$ cat src/rtl/dispc_regbank.sv
module dispc_regbank #(
  parameter int ADDR_W = 10,
  parameter int IRQ_W  = 16
) (
  input  logic              clk,
  input  logic              rst_n,
  input  logic              req,
  input  logic              we,
  input  logic [ADDR_W-1:0] addr,
  input  logic [31:0]       wdata,
  input  logic [IRQ_W-1:0]  evt,
  output logic [31:0]       rdata,
  output logic              err,
  output logic              irq,
  output logic              lcd_en,
  output logic              dig_en
);

  typedef logic [ADDR_W-1:0] adr_t;
  localparam adr_t A_SYSCFG = adr_t'('h000);
  localparam adr_t A_SYSST  = adr_t'('h004);
  localparam adr_t A_ISTAT  = adr_t'('h008);
  localparam adr_t A_IEN    = adr_t'('h00C);
  localparam adr_t A_CTRL   = adr_t'('h010);
  localparam adr_t A_CFG    = adr_t'('h014);
  localparam adr_t A_CAP    = adr_t'('h018);
  localparam adr_t A_BG0    = adr_t'('h01C);
  localparam adr_t A_BG1    = adr_t'('h020);
  localparam adr_t A_KEY0   = adr_t'('h024);
  localparam adr_t A_KEY1   = adr_t'('h028);
  localparam adr_t A_LNST   = adr_t'('h02C);
  localparam adr_t A_LNUM   = adr_t'('h030);
  localparam adr_t A_TIMH   = adr_t'('h034);
  localparam adr_t A_TIMV   = adr_t'('h038);
  localparam adr_t A_POL    = adr_t'('h03C);
  localparam adr_t A_DIV    = adr_t'('h040);
  localparam adr_t A_SZDIG  = adr_t'('h044);
  localparam adr_t A_SZLCD  = adr_t'('h048);
  localparam adr_t A_BASE0  = adr_t'('h04C);
  localparam adr_t A_BASE1  = adr_t'('h050);
  localparam adr_t A_POS    = adr_t'('h054);
  localparam adr_t A_SZGFX  = adr_t'('h058);
  localparam adr_t A_ATTR   = adr_t'('h05C);
  localparam adr_t A_THR    = adr_t'('h060);
  localparam adr_t A_FIFOST = adr_t'('h064);
  localparam adr_t A_ROWINC = adr_t'('h068);
  localparam adr_t A_PIXINC = adr_t'('h06C);
  localparam adr_t A_SKIP   = adr_t'('h070);
  localparam adr_t A_TBASE  = adr_t'('h074);
  localparam adr_t A_OVL_LO = adr_t'('h080);
  localparam adr_t A_OVL_HI = adr_t'('h0FC);

  typedef struct packed {
    logic [31:0]      ctrl, cfg, cap, bg0, bg1, key0, key1;
    logic [10:0]      line;
    logic [31:0]      tim_h, tim_v, pol, div;
    logic [11:0]      dig_nx, dig_ny, lcd_nx, lcd_ny, gfx_nx, gfx_ny;
    logic [10:0]      posx, posy;
    logic [31:0]      base0, base1, tbase, attr, thr, rowinc, pixinc, skip;
    logic [IRQ_W-1:0] stat, en;
  } regs_t;

  localparam regs_t RST = '{cap: 32'h161,
                            dig_nx: 12'd1, dig_ny: 12'd1,
                            lcd_nx: 12'd1, lcd_ny: 12'd1,
                            gfx_nx: 12'd1, gfx_ny: 12'd1,
                            rowinc: 32'd1, pixinc: 32'd1,
                            default: 0};

  regs_t       r;
  logic [31:0] syscfg;
  logic [31:0] rd_val;
  logic        mapped, in_ovl;
  adr_t        wa;

  assign wa     = {addr[ADDR_W-1:2], 2'b00};
  assign in_ovl = (wa >= A_OVL_LO) && (wa <= A_OVL_HI);

  wire wr   = req && we;
  wire srst = wr && (wa == A_SYSCFG) && wdata[1];
  wire clr  = wr && (wa == A_ISTAT);

  function automatic logic [31:0] sz_rd(input logic [11:0] nx, input logic [11:0] ny);
    logic [11:0] a, b;
    a = nx - 12'd1;
    b = ny - 12'd1;
    return {5'b0, b[10:0], 5'b0, a[10:0]};
  endfunction

  function automatic logic [11:0] sz_wr(input logic [10:0] f);
    return {1'b0, f} + 12'd1;
  endfunction

  always_comb begin
    mapped = 1'b1;
    rd_val = '0;
    case (wa)
      A_SYSCFG: rd_val = syscfg;
      A_SYSST:  rd_val = 32'd1;
      A_ISTAT:  rd_val = 32'(r.stat);
      A_IEN:    rd_val = 32'(r.en);
      A_CTRL:   rd_val = r.ctrl;
      A_CFG:    rd_val = r.cfg;
      A_CAP:    rd_val = r.cap;
      A_BG0:    rd_val = r.bg0;
      A_BG1:    rd_val = r.bg1;
      A_KEY0:   rd_val = r.key0;
      A_KEY1:   rd_val = r.key1;
      A_LNST:   rd_val = 32'h7FF;
      A_LNUM:   rd_val = {21'b0, r.line};
      A_TIMH:   rd_val = r.tim_h;
      A_TIMV:   rd_val = r.tim_v;
      A_POL:    rd_val = r.pol;
      A_DIV:    rd_val = r.div;
      A_SZDIG:  rd_val = sz_rd(r.dig_nx, r.dig_ny);
      A_SZLCD:  rd_val = sz_rd(r.lcd_nx, r.lcd_ny);
      A_BASE0:  rd_val = r.base0;
      A_BASE1:  rd_val = r.base1;
      A_POS:    rd_val = {5'b0, r.posy, 5'b0, r.posx};
      A_SZGFX:  rd_val = sz_rd(r.gfx_nx, r.gfx_ny);
      A_ATTR:   rd_val = r.attr;
      A_THR:    rd_val = r.thr;
      A_FIFOST: rd_val = 32'd256;
      A_ROWINC: rd_val = r.rowinc;
      A_PIXINC: rd_val = r.pixinc;
      A_SKIP:   rd_val = r.skip;
      A_TBASE:  rd_val = r.tbase;
      default:  mapped = in_ovl;
    endcase
  end

  always_ff @(posedge clk or negedge rst_n) begin
    if (!rst_n) begin
      r      <= RST;
      syscfg <= '0;
    end else if (srst) begin
      r      <= RST;
      syscfg <= wdata & 32'h301B;
    end else begin
      r.stat <= (r.stat & ~(clr ? wdata[IRQ_W-1:0] : '0)) | evt;
      if (wr) begin
        case (wa)
          A_SYSCFG: syscfg  <= wdata & 32'h301B;
          A_IEN:    r.en    <= wdata[IRQ_W-1:0];
          A_CTRL:   r.ctrl  <= wdata & 32'h07FF9FFF;
          A_CFG:    r.cfg   <= wdata & 32'h3FFF;
          A_CAP:    r.cap   <= wdata & 32'h3FF;
          A_BG0:    r.bg0   <= wdata & 32'hFFFFFF;
          A_BG1:    r.bg1   <= wdata & 32'hFFFFFF;
          A_KEY0:   r.key0  <= wdata & 32'hFFFFFF;
          A_KEY1:   r.key1  <= wdata & 32'hFFFFFF;
          A_LNUM:   r.line  <= wdata[10:0];
          A_TIMH:   r.tim_h <= wdata & 32'h0FF0FF3F;
          A_TIMV:   r.tim_v <= wdata & 32'h0FF0FF3F;
          A_POL:    r.pol   <= wdata & 32'h3FFFF;
          A_DIV:    r.div   <= wdata & 32'h00FF00FF;
          A_SZDIG: begin r.dig_nx <= sz_wr(wdata[10:0]); r.dig_ny <= sz_wr(wdata[26:16]); end
          A_SZLCD: begin r.lcd_nx <= sz_wr(wdata[10:0]); r.lcd_ny <= sz_wr(wdata[26:16]); end
          A_SZGFX: begin r.gfx_nx <= sz_wr(wdata[10:0]); r.gfx_ny <= sz_wr(wdata[26:16]); end
          A_POS:   begin r.posx <= wdata[10:0]; r.posy <= wdata[26:16]; end
          A_BASE0:  r.base0  <= wdata;
          A_BASE1:  r.base1  <= wdata;
          A_ATTR:   r.attr   <= wdata & 32'h7FF;
          A_THR:    r.thr    <= wdata & 32'h01FF01FF;
          A_ROWINC: r.rowinc <= wdata;
          A_PIXINC: r.pixinc <= wdata;
          A_SKIP:   r.skip   <= wdata;
          A_TBASE:  r.tbase  <= wdata;
          default: ;
        endcase
      end
    end
  end

  always_ff @(posedge clk or negedge rst_n) begin
    if (!rst_n) begin
      rdata <= '0;
      err   <= 1'b0;
    end else begin
      err <= req && !mapped;
      if (req && !we) rdata <= mapped ? rd_val : 32'd0;
    end
  end

  assign irq    = |(r.stat & r.en);
  assign lcd_en = r.ctrl[0];
  assign dig_en = r.ctrl[1];

  // clearing the enable word silences the line on the next cycle
  a_r1_irq_off: assert property (@(posedge clk) disable iff (!rst_n)
    (wr && wa == A_IEN && wdata[IRQ_W-1:0] == '0) |=> !irq);

  // bits written as one are clear afterwards when no event arrived
  a_r2_w1c: assert property (@(posedge clk) disable iff (!rst_n)
    (clr && evt == '0) |=> ((r.stat & $past(wdata[IRQ_W-1:0])) == '0));

  // soft reset leaves control and status at zero
  a_r3_soft_reset: assert property (@(posedge clk) disable iff (!rst_n)
    srst |=> (r.ctrl == '0 && r.stat == '0 && !irq));

  // output enables move only through control writes or reset
  a_r4_en_stable: assert property (@(posedge clk) disable iff (!rst_n)
    !(wr && (wa == A_CTRL || wa == A_SYSCFG)) |=> ($stable(lcd_en) && $stable(dig_en)));

  // overlay window reads zero
  a_r10_ovl_zero: assert property (@(posedge clk) disable iff (!rst_n)
    (req && !we && in_ovl) |=> (rdata == '0 && !err));

  // error pulse after an unmapped access and never without an access
  a_r11_err_pulse: assert property (@(posedge clk) disable iff (!rst_n)
    (req && !mapped) |=> err);
  a_r11_err_quiet: assert property (@(posedge clk) disable iff (!rst_n)
    !req |=> !err);

endmodule

$ cat config.mk
export PLATFORM = sky130hd
export DESIGN_NAME = dispc_regbank
export DESIGN_NICKNAME = d
export VERILOG_FILES = /design/src/rtl/dispc_regbank.sv
export SDC_FILE = /design/constraint.sdc
export NUM_CORES = 1
export LEC_CHECK = 0
export ABC_CLOCK_PERIOD_IN_PS = 1860
export BUFFER_PORTS_ARGS = -buffer_cell sky130_fd_sc_hd__buf_2
export CELL_PAD_IN_SITES_DETAIL_PLACEMENT = 1
export CELL_PAD_IN_SITES_GLOBAL_PLACEMENT = 2
export CORE_ASPECT_RATIO = 1.25
export CORE_UTILIZATION = 38
export CTS_BUF_LIST = sky130_fd_sc_hd__clkbuf_2 sky130_fd_sc_hd__clkbuf_4 sky130_fd_sc_hd__clkbuf_8
export CTS_CLUSTER_DIAMETER = 60
export DETAILED_ROUTE_END_ITERATION = 10
export PLACE_DENSITY_LB_ADDON = 0.1
export SKIP_CTS_REPAIR_TIMING = 1
export SLEW_MARGIN = 20
export SYNTH_ARGS = -nofsm -noshare
export SYNTH_HDL_FRONTEND = slang
export SYNTH_SLANG_ARGS = --single-unit
$ cat constraint.sdc
create_clock -name clk -period 1.86 [get_ports clk]
set_clock_uncertainty 0.05 [all_clocks]
set_input_delay 0.279 -clock clk [delete_from_list [all_inputs] [get_ports clk]]
set_output_delay 0.279 -clock clk [all_outputs]
set_load 0.02 [all_outputs]
==> results of run 1 <==
-- kinds of logic (layout without fill, tap and decap cells) --
logic type	after synthesis	count (layout)	share of synthesized area, %
other	0	1	0
flip-flops	614	614	49.38
buffers and inverters	335	1052	4.961
AO/OA/AOI/OAI	716	716	14.67
multiplexers	401	401	13.05
adder cells (fa/ha/maj)	4	4	0.1607
XOR/XNOR	37	37	1.040
AND/OR/NAND/NOR	1171	1172	16.75
-- worst paths after layout --
kind | start | to | cells past startpoint
worst max register to register | r[322] | rdata[10] | 10
worst min register to register | rdata[30] | rdata[30] | 2
min in group asynchronous | rst_n | r[328] | 3
max in group asynchronous | rst_n | r[303] | 3
worst min-delay path | wdata[10] | r[520] | 3
worst max-delay path | r[11] | irq | 5
-- layer usage --
layer  share of wire, %  global-route usage, %  up-vias
li1                   -                      -    12930
met1                 40                  46.83    16130
met2                 48                  59.30     1492
met3                7.2                  5.508      432
met4                5.4                  16.46        2
met5             0.0074                      0        -
-- final cells by class --
type / instances / area, sq um / share of cell area [%]
diodes: 1 / 2.502 / 0.005647
clock buffers: 176 / 2178 / 4.915
flip-flops and latches: 614 / 15380 / 34.71
well taps: 1071 / 1340 / 3.024
clock inverters: 14 / 112.6 / 0.2541
repair buffers: 851 / 8818 / 19.90
inverters: 11 / 41.29 / 0.09317
multi-input cells: 2330 / 16440 / 37.10
-- through the flow --
step,hold slack [ns],TNS (ns),instances
final,-0.01923,-80.38,5068
after CTS,-0.6550,-9.643,4913
after floorplan,-0.06659,-132.44,3278
after global placement,0.1545,-448.30,4723
after global routing,-0.002323,-95.72,5068
after detailed placement,0.1538,-466.02,4723
-- report_power, final --
group | internal (mW) | total [mW] | switching (mW)
Sequential | 13.8 | 14.1 | 0.316
Combinational | 1.44 | 3.76 | 2.32
Clock | 7.48 | 13.6 | 6.15
-- sequential cells by signal, summed over array words and instances, names as in the netlist --
register,flops
rdata,32
err,1
lcd_en,1
r,573
dig_en,1
syscfg,6
-- layout by cell type, fill, tap and decap left out, types with 13 or more instances in the layout --
cell / n
sky130_fd_sc_hd__clkbuf_8: 137
sky130_fd_sc_hd__nor2_2: 30
sky130_fd_sc_hd__a22o_1: 22
sky130_fd_sc_hd__dlygate4sd3_1: 37
sky130_fd_sc_hd__buf_4: 516
sky130_fd_sc_hd__nor3_4: 14
sky130_fd_sc_hd__clkbuf_16: 45
sky130_fd_sc_hd__and3_1: 22
sky130_fd_sc_hd__nor2_1: 343
sky130_fd_sc_hd__o211ai_1: 24
sky130_fd_sc_hd__a32oi_1: 14
sky130_fd_sc_hd__dfrtp_1: 601
sky130_fd_sc_hd__a31oi_1: 28
sky130_fd_sc_hd__xnor2_1: 26
sky130_fd_sc_hd__nand2_1: 306
sky130_fd_sc_hd__o22ai_1: 16
sky130_fd_sc_hd__nor2_4: 105
sky130_fd_sc_hd__buf_12: 102
sky130_fd_sc_hd__nor3_1: 29
sky130_fd_sc_hd__o21ai_0: 84
sky130_fd_sc_hd__mux2_2: 19
sky130_fd_sc_hd__a221oi_1: 31
sky130_fd_sc_hd__buf_6: 38
sky130_fd_sc_hd__buf_16: 13
sky130_fd_sc_hd__mux2i_1: 366
sky130_fd_sc_hd__a21oi_2: 61
sky130_fd_sc_hd__a22oi_1: 55
sky130_fd_sc_hd__nand3_1: 214
sky130_fd_sc_hd__a21oi_1: 204
sky130_fd_sc_hd__buf_2: 88
sky130_fd_sc_hd__o21ai_1: 27
sky130_fd_sc_hd__clkbuf_4: 39
-- worst register-to-register path: stages, from the launching register on --
cell and delay, ns:
sky130_fd_sc_hd__dfstp_2 0.40, sky130_fd_sc_hd__mux2i_4 0.19, sky130_fd_sc_hd__nor2_2 0.07, sky130_fd_sc_hd__a21oi_2 0.15, sky130_fd_sc_hd__ha_4 0.19, sky130_fd_sc_hd__nor2b_4 0.16, sky130_fd_sc_hd__o211ai_1 0.11, sky130_fd_sc_hd__o21a_1 0.14
sky130_fd_sc_hd__o211ai_1 0.21, sky130_fd_sc_hd__a21boi_4 0.26, sky130_fd_sc_hd__a41oi_2 0.13
==> results.md, run 1 <==
Status:
- The run finished, with violations left.
- The final reports fail on hold timing, setup timing.

Routing:
- Using the TritonRoute via totals, the vias-per-cell ratio works out to 6.113.
- Summed over all layers, the routed wires come to 161.2 mm.
- For this run, design rule violations remaining after detail routing come to 0.
- The count of routing violations after the opening detailed-route iteration is 2917.
- The routed layout has 30980 vias.
- The residual antenna-violating net count after detailed routing is 0.
- The first-pass iteration count of the detailed router is 6.
- After detailed routing, the average wire length per cell comes to 31.80 um.

Place:
- The congestion estimate from routability-driven global placement came to 0.9209.
- The worst slack at placement is -1.117 ns.
- The total half-perimeter wirelength after legalization and detailed placement is 106.5 mm.
- The count of buffers added on input and output ports is 95.
- In this run the cell area measured after placement is 37610 sq um.

Pwr:
- Summed over all cells, the static leakage comes to 18.97 nW.
- The total design power is 31.48 mW.
- The worst IR drop on VDD is 0.0005379 V.
- Dividing total power by cell area gives a power density of 710.4 nW/um^2.

Timing:
- The worst-margin pin slew is 0.8978 ns.
- The total count of hold-check failures in the final report is 1.
- Setup repair after global routing could not meet its margin everywhere.
- The headroom to the max-slew limit is 40.15%.
- The worst hold slack after final layout is -0.01923 ns.
- The count of final setup violators is 579.
- The worst path in the final design needs a cycle of 2.494 ns, including I/O delays and setup.
- The achievable clock frequency is 401.0 MHz.
- The final worst setup slack is -0.6337 ns.
- The final clock period utilization by the worst path is 134.1%.
- The final max-slew violation count is 0.

Global route:
- The total routing resource utilization after global routing is 36.09%.
- The global route total overflow is 0.
- Entering global routing, the biggest net connects 63 pins.
- The number of antenna violations at the first check in global routing is 3.
- The first global-routing pass estimated 219.8 mm of wire.
- The via count of the first global-routing pass was 31130.

Setup path:
- Counting both buffers and inverters, the worst setup path holds a total of 2.
- The worst reg-to-reg setup slack is -0.38 ns.
- The dominant delay contributor by cell family on the critical path is compound AO/OA/AOI/OAI gates.
- The slowest cell on the critical path is sky130_fd_sc_hd__dfrtp_1.
- The critical path goes through a22o_1, a221oi_2, buf_4, nand4_1, buf_4.
- The maximum fanout along the worst path is 3.
- The type of the worst setup path is register to output port.
- The launching element type of the critical path is a register.
- STA puts the critical path data arrival time at 2.16 ns.
- The worst setup path is captured at an output port.
- The delay contributed by the slowest stage of the critical path is 0.40 ns.
- The cell occurring most often along the worst timing path is sky130_fd_sc_hd__buf_4.
- At the worst endpoint, the required time is 1.53 ns.

Floorplanning:
- The area inside the core boundary is 81250 sq um.
- In this run the horizontal extent of the chip is 258.1 um.
- The initial cell density of the core is 38.34%.
- The y dimension of the die is 322.1 um.
- After floorplanning, the core was divided into 117 placement rows.
- The full die area is 83130 sq um.
- The I/O pin count is 98.

Yosys:
- The top cell type by area accounts for 48.36% of the synthesized area.
- The count of mapped cells out of synthesis is 3278.
- When the netlist entered floorplanning its net count stood at 3344.
- The cell type contributing the most total cell area after synthesis is sky130_fd_sc_hd__dfrtp_1.
- The post-synthesis cell area is 31150 sq um.
- The synthesized design contains 614 register bits.
- The number of unique standard cell types used by synthesis is 83.
- The most frequently used flop master after synthesis is sky130_fd_sc_hd__dfrtp_1.
- The most frequent cell after synthesis is sky130_fd_sc_hd__dfrtp_1.
- The portion of the post-synthesis area used by sequential elements is 49.38%.
- In the synthesized netlist, the cells that appear most often are sky130_fd_sc_hd__dfrtp_1, sky130_fd_sc_hd__nor2_1, sky130_fd_sc_hd__mux2i_1, sky130_fd_sc_hd__nand2_1, sky130_fd_sc_hd__a21oi_1.
- In the synthesized netlist the async set-or-reset flop fraction comes to 100.0%.
- The number of warnings issued by yosys is 0.
- The count of flip-flops with a built-in enable after synthesis is 0.
- Dividing the synthesized area by the synthesized cell count gives 9.502 sq um.
- In the post-synthesis netlist, the biggest area contributors are sky130_fd_sc_hd__dfrtp_1, sky130_fd_sc_hd__mux2i_1, sky130_fd_sc_hd__nor2_1, sky130_fd_sc_hd__a21oi_1, sky130_fd_sc_hd__nand2_1.

Clock network:
- After clock tree synthesis, the clock-pin slew on the worst setup and hold paths is 0.06 ns.
- TritonCTS created 107 clock buffers.
- The total clock sinks is 614.
- Counting along the longest clock path gives a buffer depth of 3.
- The CTS tree is yes.
- The H-tree was split into 3 levels.
- The cell chosen for the clock root is sky130_fd_sc_hd__clkbuf_8.
- The clock latency at the later pin of the worst-skew pair is 0.78 ns.

Job:
- The number of max-capacitance violations reported is 0.

Finish:
- The finished cells cover 44320 sq um.
- The number of filler cells placed in the layout is 8784.
- Cells with a size suffix above 1 make up 35.16% of the layout.
- From synthesis to final layout, the design area changed by 42.27%.
- Measured on the finished design, the core utilization comes to 54.55%.
- The layout net count is 3981.

Min path:
- The tightest min-delay check is of the primary input to register type.
No activity file was read; power rests on OpenSTA's default activity.
==> run 2: changes to the inputs <==
Settings changed: BUFFER_PORTS_ARGS -buffer_cell sky130_fd_sc_hd__buf_2 to not set, CORE_UTILIZATION 38 to 39, DONT_BUFFER_PORTS set to 1.
==> results.md, run 2 (same netlist as run 1, synthesis figures left out) <==
Pwr:
- The switching part of the total power is 26.43% (was 27.92%).
- The internal power summed over all cells is 22.64 mW (was 22.69 mW).
- The portion of total power attributed to sequential cells is 46.0% (was 44.8%).
- The total design power is 30.77 mW (was 31.48 mW).
- The reported leakage power is 17.23 nW (was 18.97 nW).
- The combinational group share of total power is 9.0% (was 11.9%).
- The power density relative to cell area is 771.7 nW/um^2 (was 710.4 nW/um^2).
- The clock network power share came to 45.0% (was 43.3%).
- The worst IR drop on VDD was 0.0005000 V (was 0.0005379 V).
- The switching component of the power is 8.133 mW (was 8.791 mW).

Timing:
- The minimum period implied by the final worst setup slack came to 2.499 ns (was 2.494 ns).
- The final worst setup slack is -0.6385 ns (was -0.6337 ns).
- The final max-slew violation count is 504 (was 0).
- The count of final setup violators is 606 (was 579).
- The total count of hold-check failures in the final report is 379 (was 1).
- The final clock period utilization by the worst path came to 134.3% (was 134.1%).
- The worst hold slack after final layout was -0.8289 ns (was -0.01923 ns).
- The achievable clock frequency was 400.2 MHz (was 401.0 MHz).
- The worst-margin pin slew is 4.117 ns (was 0.8978 ns).
- The headroom to the max-slew limit is -174.5% (was 40.15%).
- RSZ-0062 raised after global routing: yes (unchanged).

Routing:
- The routed via count divided by cell count came to 6.125 (was 6.113).
- The post-route DRC violation count came to 0 (unchanged).
- The count of routing violations after the opening detailed-route iteration was 2707 (was 2917).
- The routed length per instance came to 31.50 um (was 31.80 um).
- The routed wire length on met2 is 71.09 mm (was 76.62 mm).
- The sum of routed wire length over all layers is 150.5 mm (was 161.2 mm).
- The met1 wire length was 61.54 mm (was 64.30 mm).
- The top routing layer in use was met4 (was met5).
- The total number of vias came to 29250 (was 30980).
- The residual antenna-violating net count after detailed routing is 0 (unchanged).
- The first-pass iteration count of the detailed router is 8 (was 6).
- The total met3 wirelength after detailed routing is 10.82 mm (was 11.56 mm).

Clock network:
- The CTS tree is yes (unchanged).
- The number of buffers added by the clock tree synthesis step is 108 (was 107).
- The clock latency at the later pin of the worst-skew pair is 0.78 ns (about the same).
- The cell chosen for the clock root is sky130_fd_sc_hd__clkbuf_8 (unchanged).
- The total clock sinks is 614 (unchanged).
- The clock slew at the register clock pins of the worst setup and hold paths came to 0.06 ns (about the same).
- The maximum clock insertion buffer count is 3 (unchanged).
- The number of H-tree levels is 3 (unchanged).

Place:
- The last weighted congestion value of the routability-driven placer is 0.9070 (was 0.9209).
- The total half-perimeter wirelength after legalization and detailed placement is 97.86 mm (was 106.5 mm).
- The port buffer count is 0 (was 95).

Status:
- Violations in the final reports: hold timing, slew limit, setup timing (was hold timing, setup timing).
- Status: finished with violations (unchanged).

Global route:
- The number of antenna violations at the first check in global routing came to 7 (was 3).
- The largest net degree at the start of global routing is 615 (was 63).
- The global route total overflow is 0 (unchanged).
- The global-route wire length before repair is 212.6 mm (was 219.8 mm).
- The via count of the first global-routing pass was 30230 (was 31130).
- The total routing resource utilization after global routing is 36.00% (was 36.09%).

Floorplanning:
- The I/O pin count came to 98 (unchanged).
- The number of rows created at floorplan is 115 (was 117).
- The full die area is 81010 sq um (was 83130 sq um).
- The initial cell density of the core came to 39.50% (was 38.34%).
- The width of the die is 254.8 um (was 258.1 um).
- The area inside the core boundary is 78850 sq um (was 81250 sq um).
- The y dimension of the die is 318.0 um (was 322.1 um).

Finish:
- The leading cell type in the layout, fill and taps excluded is sky130_fd_sc_hd__dfrtp_1 (unchanged).
- Top flop regs: r (573), rdata (32), syscfg (6) (unchanged).
- Commonest cells after routing, fill and taps aside: sky130_fd_sc_hd__dfrtp_1, sky130_fd_sc_hd__nor2_1, sky130_fd_sc_hd__buf_4, sky130_fd_sc_hd__mux2i_1, sky130_fd_sc_hd__nand2_1 (was sky130_fd_sc_hd__dfrtp_1, sky130_fd_sc_hd__buf_4, sky130_fd_sc_hd__mux2i_1, sky130_fd_sc_hd__nor2_1, sky130_fd_sc_hd__nand2_1).
- The number of filler cells placed in the layout is 8765 (was 8784).
- The register containing the most flip-flops in the final layout is r (unchanged).
- The layout net count is 3697 (was 3981).
- The flip-flop count of the largest register after layout is 573 (unchanged).
- The area overhead of the layout relative to synthesis is 28.02% (was 42.27%).
- The share of cells above drive strength 1 is 24.19% (was 35.16%).

Min path:
- The path type of the worst min-delay path is primary input to async pin (was primary input to register).

Job:
- The number of max-capacitance violations reported is 0 (unchanged).

Setup path:
- The element type at the critical path end is an async pin (was output port).
- The arrival time of data at the critical path endpoint is 2.34 ns (was 2.16 ns).
- The required arrival time at the worst endpoint came to 1.70 ns (was 1.53 ns).
- The worst reg-to-reg setup slack came to -0.49 ns (was -0.38 ns).
- The launching element type of the critical path is a primary input (was register).
- The type of the worst setup path is primary input to async pin (was register to output port).
- The maximum fanout along the worst path was 614 (was 3).
- The startpoint of the lowest-slack register-to-register path is r[346] (was r[322]).
- The first element of the critical path is rst_n (was r[11]).
==> run 2: cell count changes in the layout (fill, tap and decap cells not counted), sizes merged <==
cell,change
inv,+1
clkbuf,-38
diode,+5
buf,-264
bufinv,+1
and2,-1
clkinvlp,-2
dlygate4sd3,+25
clkinv,-1
==> run 2: path summary, 6_finish.rpt <==
check | endpoint | cells past startpoint
setup / recovery | r[631] | 0
hold / removal | r[353] | 0
setup reg to reg | rdata[10] | 10
hold reg to reg | r[380] | 2
max in group clk | rdata[2] | 8
min in group clk | r[361] | 5
==> run 2: metal layers <==
layer  up-vias  track usage (%)
li1      12380                -
met1     15310            46.93
met2      1219            57.89
met3       338            6.769
met4         0            15.78
met5         -                0
==> run 2: power groups by stage <==
stage,Combinational [mW],Clock [mW],Sequential (mW)
after global placement,1.95,0,14.4
after floorplan,1.34,0,14.3
after global routing,2.88,14.6,14.2
after CTS,2.01,14.1,14.1
final,2.76,13.8,14.2
after detailed placement,2.00,0,14.4
==> run 2: metrics by stage <==
stage / cell area (sq um) / std cells / setup WS [ns] / setup TNS, ns / util [%]
2_1_floorplan: 31850 / 3278 / -0.6685 / -132.44 / -
3_3_place_gp: 35950 / 4492 / -0.8634 / -299.24 / 45.59
3_5_place_dp: 35950 / 4492 / -0.9331 / -304.71 / 45.59
4_1_cts: 38310 / 4688 / -0.7313 / -6.893 / 48.58
5_1_grt: 39870 / 4773 / -0.6201 / -20.08 / 50.56
6_report: 39880 / 4776 / -0.6385 / -147.81 / 50.57
==> run 2: cell type report <==
class,instances,area [sq um],area share [%]
Tap cell,1053,1318,3.304
Inverter,11,41.29,0.1035
Multi-Input combinational cell,2329,15120,37.91
Antenna cell,6,15.01,0.03765
Sequential cell,614,15380,38.57
Clock inverter,13,147.6,0.3702
Clock buffer,183,2212,5.547
Timing Repair Buffer,567,5645,14.16
